<file path="src/rtl/stk_pkg.sv">
package stk_pkg;

    typedef enum logic [3:0] {
        OP_PUSH_R  = 4'd0,
        OP_PUSH_B  = 4'd1,
        OP_PUSH_H  = 4'd2,
        OP_PUSH_W  = 4'd3,
        OP_POP_R   = 4'd4,
        OP_POP_BS  = 4'd5,
        OP_POP_BU  = 4'd6,
        OP_POP_HS  = 4'd7,
        OP_POP_HU  = 4'd8,
        OP_POP_WS  = 4'd9,
        OP_POP_WU  = 4'd10,
        OP_SAVE_PC = 4'd11,
        OP_LOAD_PC = 4'd12,
        OP_CALL    = 4'd13,
        OP_RET     = 4'd14,
        OP_NONE    = 4'd15
    } stk_op_e;

    typedef enum logic [2:0] {
        K_NONE,
        K_PUSH,
        K_POP,
        K_SAVEPC,
        K_LOADPC,
        K_CALL,
        K_RET
    } stk_kind_e;

    typedef enum logic [2:0] {
        S_IDLE,
        S_WR,
        S_RD,
        S_CLR,
        S_FIN
    } stk_state_e;

endpackage

</file>
<file path="src/rtl/stk_op_decode.sv">
module stk_op_decode
    import stk_pkg::*;
#(
    parameter int XLEN = 32,
    parameter int CW   = $clog2(XLEN / 8) + 1
) (
    input  stk_op_e         op,
    output stk_kind_e       kind,
    output logic [CW-1:0]   nbytes,
    output logic            sext
);
    localparam int RB = XLEN / 8;

    always_comb begin
        kind   = K_NONE;
        nbytes = CW'(RB);
        sext   = 1'b0;
        case (op)
            OP_PUSH_R:  kind = K_PUSH;
            OP_PUSH_B:  begin kind = K_PUSH; nbytes = CW'(1); end
            OP_PUSH_H:  begin kind = K_PUSH; nbytes = CW'(2); end
            OP_PUSH_W:  begin kind = K_PUSH; nbytes = CW'(4); end
            OP_POP_R:   kind = K_POP;
            OP_POP_BS:  begin kind = K_POP; nbytes = CW'(1); sext = 1'b1; end
            OP_POP_BU:  begin kind = K_POP; nbytes = CW'(1); end
            OP_POP_HS:  begin kind = K_POP; nbytes = CW'(2); sext = 1'b1; end
            OP_POP_HU:  begin kind = K_POP; nbytes = CW'(2); end
            OP_POP_WS:  begin kind = K_POP; nbytes = CW'(4); sext = 1'b1; end
            OP_POP_WU:  begin kind = K_POP; nbytes = CW'(4); end
            OP_SAVE_PC: kind = K_SAVEPC;
            OP_LOAD_PC: kind = K_LOADPC;
            OP_CALL:    kind = K_CALL;
            OP_RET:     kind = K_RET;
            default:    kind = K_NONE;
        endcase
    end

endmodule

</file>
<file path="src/rtl/stk_extend.sv">
module stk_extend #(
    parameter int XLEN = 32,
    parameter int CW   = $clog2(XLEN / 8) + 1
) (
    input  logic [XLEN-1:0] raw,
    input  logic [CW-1:0]   nbytes,
    input  logic            sext,
    output logic [XLEN-1:0] val
);
    localparam int RB = XLEN / 8;
    localparam int IW = $clog2(XLEN);

    logic [XLEN-1:0] mask;
    logic [IW-1:0]   msb_pos;
    int              top;

    always_comb begin
        top = 8 * int'(nbytes) - 1;
        if (top < 0) begin
            top = 0;
        end
        msb_pos = IW'(top);
        if (int'(nbytes) >= RB) begin
            mask = '1;
        end else begin
            mask = (XLEN'(1) << (8 * int'(nbytes))) - XLEN'(1);
        end
        val = raw & mask;
        if (sext && raw[msb_pos]) begin
            val = val | ~mask;
        end
    end

endmodule

</file>
<file path="src/rtl/stk_seq.sv">
module stk_seq
    import stk_pkg::*;
#(
    parameter int XLEN = 32
) (
    input  logic            clk,
    input  logic            rst_n,
    input  logic            start,
    input  logic [3:0]      op,
    input  logic [XLEN-1:0] reg_data,
    input  logic [XLEN-1:0] reg_sp,
    input  logic [XLEN-1:0] reg_pc,
    output logic            busy,
    output logic            done,
    output logic [XLEN-1:0] data_out,
    output logic [XLEN-1:0] sp_out,
    output logic [XLEN-1:0] pc_out,
    output logic            pc_load,
    output logic            mem_req,
    output logic            mem_we,
    output logic [XLEN-1:0] mem_addr,
    output logic [7:0]      mem_wdata,
    input  logic [7:0]      mem_rdata
);
    localparam int RB = XLEN / 8;
    localparam int CW = $clog2(RB) + 1;

    typedef struct packed {
        stk_state_e      st;
        stk_kind_e       kind;
        logic [CW-1:0]   nb;
        logic            sx;
        logic [CW-1:0]   idx;
        logic [XLEN-1:0] sp;
        logic [XLEN-1:0] dat;
        logic [XLEN-1:0] pc;
        logic [XLEN-1:0] rbuf;
        logic [XLEN-1:0] r_sp;
        logic [XLEN-1:0] r_dat;
        logic [XLEN-1:0] r_pc;
        logic            r_pl;
    } seq_t;

    seq_t q, d;

    stk_kind_e       dec_kind;
    logic [CW-1:0]   dec_nb;
    logic            dec_sx;
    logic [XLEN-1:0] rd_word;
    logic [XLEN-1:0] ext_val;
    logic [XLEN-1:0] wr_src;
    logic            last;

    stk_op_decode #(.XLEN(XLEN), .CW(CW)) u_dec (
        .op     (stk_op_e'(op)),
        .kind   (dec_kind),
        .nbytes (dec_nb),
        .sext   (dec_sx)
    );

    // Read buffer with the byte arriving this cycle merged in.
    always_comb begin
        rd_word = q.rbuf;
        if (q.st == S_RD) begin
            rd_word[8*q.idx +: 8] = mem_rdata;
        end
    end

    stk_extend #(.XLEN(XLEN), .CW(CW)) u_ext (
        .raw    (rd_word),
        .nbytes (q.nb),
        .sext   (q.sx),
        .val    (ext_val)
    );

    assign last   = (q.idx == q.nb - CW'(1));
    assign wr_src = (q.kind == K_PUSH) ? q.dat : q.pc;

    always_comb begin
        d         = q;
        mem_req   = 1'b0;
        mem_we    = 1'b0;
        mem_addr  = q.sp + XLEN'(q.idx);
        mem_wdata = 8'h00;

        case (q.st)
            S_IDLE: begin
                if (start) begin
                    d.kind = dec_kind;
                    d.nb   = dec_nb;
                    d.sx   = dec_sx;
                    d.idx  = '0;
                    d.sp   = reg_sp;
                    d.dat  = reg_data;
                    d.pc   = reg_pc;
                    d.rbuf = '0;
                    case (dec_kind)
                        K_PUSH, K_SAVEPC, K_CALL: d.st = S_WR;
                        K_POP, K_LOADPC, K_RET:   d.st = S_RD;
                        default:                  d.st = S_FIN;
                    endcase
                end
            end
            S_WR: begin
                mem_req   = 1'b1;
                mem_we    = 1'b1;
                mem_wdata = wr_src[8*q.idx +: 8];
                if (last) begin
                    d.st = S_FIN;
                end else begin
                    d.idx = q.idx + CW'(1);
                end
            end
            S_RD: begin
                mem_req = 1'b1;
                d.rbuf  = rd_word;
                if (last) begin
                    if (q.kind == K_POP) begin
                        d.st  = S_CLR;
                        d.idx = '0;
                    end else begin
                        d.st = S_FIN;
                    end
                end else begin
                    d.idx = q.idx + CW'(1);
                end
            end
            S_CLR: begin
                mem_req   = 1'b1;
                mem_we    = 1'b1;
                mem_wdata = 8'h00;
                if (last) begin
                    d.st = S_FIN;
                end else begin
                    d.idx = q.idx + CW'(1);
                end
            end
            S_FIN: begin
                d.st = S_IDLE;
            end
            default: begin
                d.st = S_IDLE;
            end
        endcase

        // Results are formed on entry to the done cycle.
        if (d.st == S_FIN && q.st != S_FIN) begin
            case (d.kind)
                K_PUSH, K_SAVEPC, K_CALL: d.r_sp = d.sp + XLEN'(d.nb);
                K_POP, K_LOADPC, K_RET:   d.r_sp = d.sp - XLEN'(d.nb);
                default:                  d.r_sp = d.sp;
            endcase
            d.r_dat = (d.kind == K_POP) ? ext_val : d.dat;
            case (d.kind)
                K_LOADPC, K_RET: d.r_pc = rd_word;
                K_CALL:          d.r_pc = d.dat;
                default:         d.r_pc = d.pc;
            endcase
            d.r_pl = (d.kind == K_LOADPC) || (d.kind == K_RET) || (d.kind == K_CALL);
        end
    end

    always_ff @(posedge clk or negedge rst_n) begin
        if (!rst_n) begin
            q <= '0;
        end else begin
            q <= d;
        end
    end

    assign busy     = (q.st != S_IDLE);
    assign done     = (q.st == S_FIN);
    assign data_out = q.r_dat;
    assign sp_out   = q.r_sp;
    assign pc_out   = q.r_pc;
    assign pc_load  = done && q.r_pl;

endmodule

</file>
<file path="config.mk">
export PLATFORM = sky130hd
export DESIGN_NAME = stk_seq
export DESIGN_NICKNAME = d
export VERILOG_FILES = /design/src/rtl/stk_pkg.sv /design/src/rtl/stk_op_decode.sv /design/src/rtl/stk_extend.sv /design/src/rtl/stk_seq.sv
export SDC_FILE = /design/constraint.sdc
export NUM_CORES = 1
export LEC_CHECK = 0
export BUFFER_PORTS_ARGS = -buffer_cell sky130_fd_sc_hd__buf_4
export CORE_ASPECT_RATIO = 0.5
export CORE_MARGIN = 1
export CORE_UTILIZATION = 62
export DETAILED_ROUTE_END_ITERATION = 6
export GPL_TIMING_DRIVEN = 1
export PLACE_DENSITY = 0.87
export SLEW_MARGIN = 10
export SYNTH_ARGS = -nofsm -noshare
export SYNTH_HDL_FRONTEND = slang
export SYNTH_SLANG_ARGS = --single-unit
</file>
<file path="constraint.sdc">
create_clock -name clk -period 13.05 [get_ports clk]
set_input_delay 0.6525 -clock clk [delete_from_list [all_inputs] [get_ports clk]]
set_output_delay 0.6525 -clock clk [all_outputs]
set_load 0.01 [all_outputs]
</file>
==> reports/qor.txt, run 1 <==
TritonCTS Buffers -> 23
Setup TNS -> 0 ns
Yosys warning total -> 0
arrival time worst endpoint -> 5.00 ns
Initial Util -> 64.06%
synthesized area -> 14790 um^2
PostCTS Resize Cnt -> 0
worst skew pair latency -> 0.56 ns
Area Growth Syn to Fin -> 13.84%
Worst Reg-to-Reg Cells -> 18
total die area -> 24510 um^2
Iter 0 DRT Violations -> 1694
#FFs+latches synth -> 238
Die X -> 220.4 um
Max-Cap Viols -> 0
initial antenna violation count -> 1
top-count cell post-synth -> nand2_1
Post-CTS Setup Bufs -> 0
vias in the first global route -> 13130
Std-Cell Core Area -> 23080 um^2
Die H -> 111.2 um
Post-synth top flop -> dfrtp_1
Syn Inst Count -> 1779
Worst Max-Slew Pin Slew -> 1.079 ns
via count -> 13670
Final GP Congestion -> 0.9578
Final period util -> 43.29%
outcome -> complete, but fails checks
Std-Cell Rows -> 39
Post-synth EDFFs -> 0
r2r setup slk -> 7.49 ns
leak pwr -> 8.234 nW
ys async rst share -> 100.0%
Layout Skew -> 0.02931 ns
# IOs -> 252
CTS root buf -> clkbuf_16
Antenna diodes -> 0
post-synthesis sequential area ratio -> 40.28%
Tmin final -> 5.649 ns
H-tree Lvls -> 1
Max transition margin -> 27.88%
Synth area leaders -> dfrtp_1 (40%), nand2_1 (12%), buf_4 (4.9%)
remaining global-route overflow -> 0
Worst-path clk slew -> 0.07 ns
DRC Markers -> 12
Mean Syn Cell Area -> 8.312 um^2
max-slew violations -> 0
IR drop worst, VDD -> 0.2005 mV
Yosys top cell area share -> 40.28%
drt pass-1 iters -> 7
filler cell count -> 1754
hold buffers post-CTS -> 0
reg-to-reg startpoint -> q[237]
Via density -> 6.207
drt wl/cell -> 20.43 um
most area-hungry cell type in the Yosys netlist -> dfrtp_1
RSZ-0062 raised after global routing -> no
final worst slack -> 7.401 ns
I/O Buffers -> 251
first-pass GRT wire length -> 70950 um
Final Setup Violations -> 0
syn nets -> 1943
crit path launch type -> register
layout cells sized above 1 -> 18.51%
GRT Util Overall -> 37.11%
CP Max Fanout -> 16
pre-CTS setup slack -> 7.587 ns
post-synth cell types -> 77
WHS -> 0.1153 ns
fin nets -> 2046
critical path capture point type -> primary output
TritonCTS clock tree -> yes
final hold vios -> 0
Post-DRT Antenna Nets -> 0
commonest cells in the netlist -> nand2_1 (456), dfrtp_1 (238), a21oi_1 (121)
Max clock buf depth -> 3
Hold/Removal Path Class -> in2async
largest net degree at the start of global routing -> 87
Required @ worst endpoint -> 12.40 ns
Crit Path Category -> reg2out
clk sinks -> 238
violated checks -> DRC
pwr/cell area -> 329.2 nW/um^2
DP Wirelength -> 30650 um
routed wire length -> 45000 um
Worst R2R End -> sp_out[25]
fmax -> 177.0 MHz
[flip-flops by register name, indices dropped and copies added, names as in the netlist]
register  cells
data_out     32
pc_out       32
q           142
sp_out       32
[critical path: stages (launching register included)]
cell      delay (ns)
dfrtp_1         0.93
clkinv_1        0.81
fa_1            0.68
inv_1           0.07
a21o_1          0.16
nand4_1         0.23
nor2_1          0.19
and4_1          0.34
and3_1          0.27
and4_1          0.35
nand2_1         0.11
xnor2_1         0.15
buf_4           0.14
[cell type report]
| cell class | count | area, um^2 | area share [%] |
|---|---|---|---|
| Multi-Input combinational cell | 1310 | 7611 | 45.21 |
| Sequential cell | 238 | 5956 | 35.38 |
| Timing Repair Buffer | 268 | 2019 | 12.00 |
| Clock buffer | 32 | 629.4 | 3.739 |
| Tap cell | 307 | 384.1 | 2.282 |
| Inverter | 41 | 153.9 | 0.9142 |
| Clock inverter | 7 | 80.08 | 0.4757 |
[layer usage]
metal,vias up,wire length [um],global-route usage [%],share of wire (%)
li1,6252,-,-,-
met1,6521,18490,52.20,41
met3,101,5050,10.10,11
met4,2,1323,10.99,2.9
met5,-,13,0,0.029
met2,798,20120,56.01,45
[worst max-delay path by stage]
stage / start / endpoint / slack, ns
4_1_cts: q[226] / mem_addr[30] / 7.54
3_3_place_gp: q[237] / sp_out[21] / 7.76
5_1_grt: q[237] / sp_out[30] / 7.06
6_report: q[226] / mem_addr[30] / 7.40
2_1_floorplan: op[1] / sp_out[28] / 8.01
3_5_place_dp: q[237] / sp_out[25] / 7.59
[layout by cell type (no fill, tap or decap), types with 18 or more instances in the layout]
master,count
nand2_1,455
buf_4,267
dfrtp_1,238
a21oi_1,120
o21ai_0,110
nor2_1,97
ha_1,51
o22ai_1,46
xnor2_1,40
nand3_1,40
and3_1,38
inv_1,36
o21ai_1,33
nor3_1,30
clkbuf_16,23
a21o_1,20
xor2_1,19
mux2i_1,18
[cells by family (layout without fill, tap and decap cells)]
logic type               Yosys count  in the layout  synth area share [%]
flip-flops                       238            238                 40.28
XOR/XNOR                          59             59                 3.495
AND/OR/NAND/NOR                  737            737                 21.72
multiplexers                      39             39                 4.231
AO/OA/AOI/OAI                    422            422                 17.21
buffers and inverters            231            348                 8.479
adder cells (fa/ha/maj)           53             53                 4.586
[per-stage QoR]
step / instance area [um^2] / utilization (%) / power, mW / std cells
finish: 16830 / 72.93 / 5.542 / 2203
global route: 16830 / 72.93 / 5.941 / 2203
CTS: 16830 / 72.93 / 5.469 / 2203
detailed placement: 16120 / 69.86 / 4.772 / 2164
global placement: 16120 / 69.86 / 4.721 / 2164
floorplan: 14790 / - / 3.848 / 1779
[power by group]
part,switching [mW],leakage [nW],internal (mW)
Sequential,0.243,3.00,1.05
Clock,0.310,0.342,0.359
Combinational,2.18,4.90,1.40
Note: power is estimated with default switching activity, not from simulation.
==> run 2, diff against run 1 <==
Settings changed: ABC_AREA set to 1, CORE_UTILIZATION 62 to 58, PLACE_DENSITY 0.87 to 0.81.
Clock period 13.05 ns to 5.7 ns, I/O delays scaled along.
==> run 2 against run 1 <==
The run now ends clean; largest cell class unchanged; via count rose by 16%; die area rose by 14%; cell count rose by 23%; critical path depth rose by 8; sequential power rose by 130%; total power rose by 150%; critical path type is now reg2reg.
==> reports/qor.txt, run 2 <==
most frequent cells in the layout -> nand2_1 (595), buf_4 (265), inv_1 (262)
Die H -> 118.8 um (+6.9%)
Via density -> 5.834 (-6.0%)
drt wl/cell -> 19.04 um (-6.8%)
CTS root buf -> clkbuf_16
slowest stage delay, CP -> 0.63 ns (-0.30 ns)
cell mode on critical path -> nand2_1
outcome -> finished, final reports clean
reg-to-reg startpoint -> q[236]
Placed Cells -> 2650 (+22%)
TritonCTS Buffers -> 23 (unchanged)
Std-Cell Core Area -> 26640 um^2 (+15%)
HP Start -> reg_pc[4]
Post-synth EDFFs -> 0 (unchanged)
Worst R2R End -> sp_out[30]
DP Wirelength -> 36910 um (+20%)
Crit Path Category -> reg2reg
Layout Skew -> 0.03345 ns (+0.004138 ns)
initial antenna violation count -> 0 (-1)
Yosys top cell area share -> 37.62% (-2.7 points)
I/O Buffers -> 251 (unchanged)
Setup TNS -> 0 ns (unchanged)
Max clock buf depth -> 3 (unchanged)
synthesized area -> 15830 um^2 (+7.1%)
most common cell after layout, fill and taps aside -> nand2_1
Tmin final -> 4.797 ns
pwr/cell area -> 755.2 nW/um^2 (+130%)
ys async rst share -> 100.0% (unchanged)
Slowest-stage cell, CP -> o21ai_0
Std-Cell Rows -> 42 (+7.7%)
Antenna diodes -> 0 (unchanged)
Required @ worst endpoint -> 6.12 ns (-6.28 ns)
Initial Util -> 59.43% (-4.6 points)
fin nets -> 2508 (+23%)
Worst-path clk slew -> 0.06 ns (about the same)
sequential power share -> 21.4% (-1.9 points)
total die area -> 28000 um^2 (+14%)
Final GP Congestion -> 0.9629 (+0.53%)
clk sinks -> 238 (unchanged)
leak pwr -> 9.188 nW (+12%)
Final Setup Violations -> 0 (unchanged)
Clock Power Share -> 10.9% (-1.2 points)
# IOs -> 252 (unchanged)
Syn Inst Count -> 2212 (+24%)
syn nets -> 2376 (+22%)
switching power -> 7.285 mW (+170%)
GRT Util Overall -> 36.28% (-0.83 points)
DRC Markers -> 0 (-12)
post-synthesis sequential area ratio -> 37.62% (-2.7 points)
CP delay by family, top -> simple AND/OR/NAND/NOR gates
WHS -> 0.001894 ns (-0.1134 ns)
Area Growth Syn to Fin -> 14.28%
fmax -> 208.5 MHz
Mean Syn Cell Area -> 7.158 um^2 (-14%)
Sw Ratio -> 53.31% (+4.0 points)
Hold/Removal Path Class -> in2reg
layout cells sized above 1 -> 15.68% (-2.8 points)
hold depth -> 3
top-count cell post-synth -> nand2_1
max-slew violations -> 0 (unchanged)
Final period util -> 84.16%
Yosys warning total -> 0 (unchanged)
Post-CTS Setup Bufs -> 0 (unchanged)
filler cell count -> 2288 (+30%)
Post-DRT Antenna Nets -> 0 (unchanged)
WHS Endpoint -> q[133]
internal cell power -> 6.379 mW (+130%)
Post-synth top flop -> dfrtp_1
final hold vios -> 0 (unchanged)
remaining global-route overflow -> 0 (unchanged)
via count -> 15820 (+16%)
crit path launch type -> register
routed wire length -> 51610 um (+15%)
Worst Reg-to-Reg Cells -> 20 (+2)
IR drop worst, VDD -> 0.4359 mV (+120%)
first-pass GRT wire length -> 79740 um (+12%)
Worst Max-Slew Pin Slew -> 1.076 ns (-0.002932 ns)
r2r setup slk -> 0.90 ns (-6.59 ns)
Design Power -> 13.66 mW (+150%)
worst skew pair latency -> 0.55 ns (about the same)
dpl cell area -> 17190 um^2 (+6.6%)
most area-hungry cell type in the Yosys netlist -> dfrtp_1
Synth area leaders -> dfrtp_1 (38%), nand2_1 (14%), o21ai_0 (7.0%)
critical path capture point type -> register
H-tree Lvls -> 1 (unchanged)
vias in the first global route -> 14760 (+12%)
commonest cells in the netlist -> nand2_1 (595), inv_1 (262), dfrtp_1 (238)
Die X -> 235.7 um (+6.9%)
design area -> 18090 um^2 (+7.5%)
drt pass-1 iters -> 7 (unchanged)
TritonCTS clock tree -> yes
combinational power share -> 67.7% (+3.1 points)
RSZ-0062 raised after global routing -> no
crit-path cells -> nor2_4 -> nand3_4 -> inv_4 -> nand2_1 -> nand2_2 -> inv_2 -> o21ai_1 -> nand2_1 -> ha_1 -> nand2_1 -> o21ai_0 -> nand2_1 -> nand2_1 -> nand2_1 -> nand3_1 -> nand3b_1 -> nand3_1 -> nand3_1 -> nand2_1 -> nand2_1
Largest Register -> q
arrival time worst endpoint -> 5.22 ns (+0.22 ns)
Max transition margin -> 28.00% (+0.12 points)
post-synth cell types -> 52 (-32%)
Largest register FFs -> 142 (unchanged)
CP Max Fanout -> 29 (+13)
Iter 0 DRT Violations -> 1883 (+11%)
#FFs+latches synth -> 238 (unchanged)
crit path buf inv count -> 2 (-1)
Max-Cap Viols -> 0 (unchanged)
largest net degree at the start of global routing -> 147 (+69%)
post-layout instance count excluding filler cells -> 2711 (+23%)
==> run 2: logic make-up (layout without fill, tap and decap cells) <==
family / count (synthesis) / count (layout) / share of synthesized area (%)
AO/OA/AOI/OAI: 475 / 475 / 16.49
XOR/XNOR: 47 / 47 / 2.600
adder cells (fa/ha/maj): 53 / 53 / 4.283
buffers and inverters: 457 / 604 / 13.61
flip-flops: 238 / 238 / 37.62
multiplexers: 4 / 4 / 0.2529
AND/OR/NAND/NOR: 938 / 938 / 25.15
==> run 2: layout make-up <==
cell class / count / area, um^2 / share of cell area [%]
clock inverters: 5 / 32.53 / 0.1798
flip-flops and latches: 238 / 5956 / 32.92
well taps: 352 / 440.4 / 2.434
inverters: 276 / 1040 / 5.747
clock buffers: 35 / 660.6 / 3.651
repair buffers: 288 / 2235 / 12.35
multi-input cells: 1517 / 7730 / 42.72
==> run 2: worst reg2reg max path: cells and delay by family, from the launching register on <==
family,cells,cell delay [ns]
AOI/OAI and AO/OA,2,0.81
adders and majority gates,1,0.63
buffers and inverters,2,0.35
DFF,1,0.45
and+or+nand+nor,15,2.45
==> run 2: worst max-delay path by stage <==
stage	startpoint	endpoint	slack (ns)	depth (start not counted)
final	q[236]	sp_out[30]	0.90	20
after global routing	q[236]	sp_out[30]	0.61	21
after CTS	q[236]	sp_out[30]	1.06	20
after detailed placement	q[236]	sp_out[30]	1.08	20
after global placement	q[236]	sp_out[30]	1.09	20
after floorplan	q[236]	sp_out[21]	2.45	20
==> run 2: routing by layer <==
layer | up-vias | share of wire (%) | global-route usage [%]
met2 | 922 | 45 | 58.34
met4 | 0 | 4.1 | 13.85
li1 | 7355 | - | -
met1 | 7401 | 41 | 48.97
met3 | 137 | 10 | 6.722
met5 | - | 0 | 0
==> run 2: what timing repair did <==
action,CTS,global route
gates resized for setup,0,0
endpoints found under the hold margin,112,0
hold buffers,21,0
==> run 2: power groups by stage <==
stage / registers, mW / logic [mW] / clock network [mW]
after global routing: 2.99 / 10.2 / 1.56
after detailed placement: 2.92 / 8.97 / 0
after floorplan: 2.76 / 6.75 / 0
final: 2.93 / 9.25 / 1.49
after global placement: 2.91 / 8.92 / 0
after CTS: 2.91 / 9.04 / 1.50
==> run 2: through the flow <==
stage          setup slack (ns)  utilization (%)
3_3_place_gp              1.090            64.52
6_report                 0.9028            67.91
2_1_floorplan             2.453                -
3_5_place_dp              1.075            64.52
5_1_grt                  0.6073            67.91
4_1_cts                   1.056            67.91
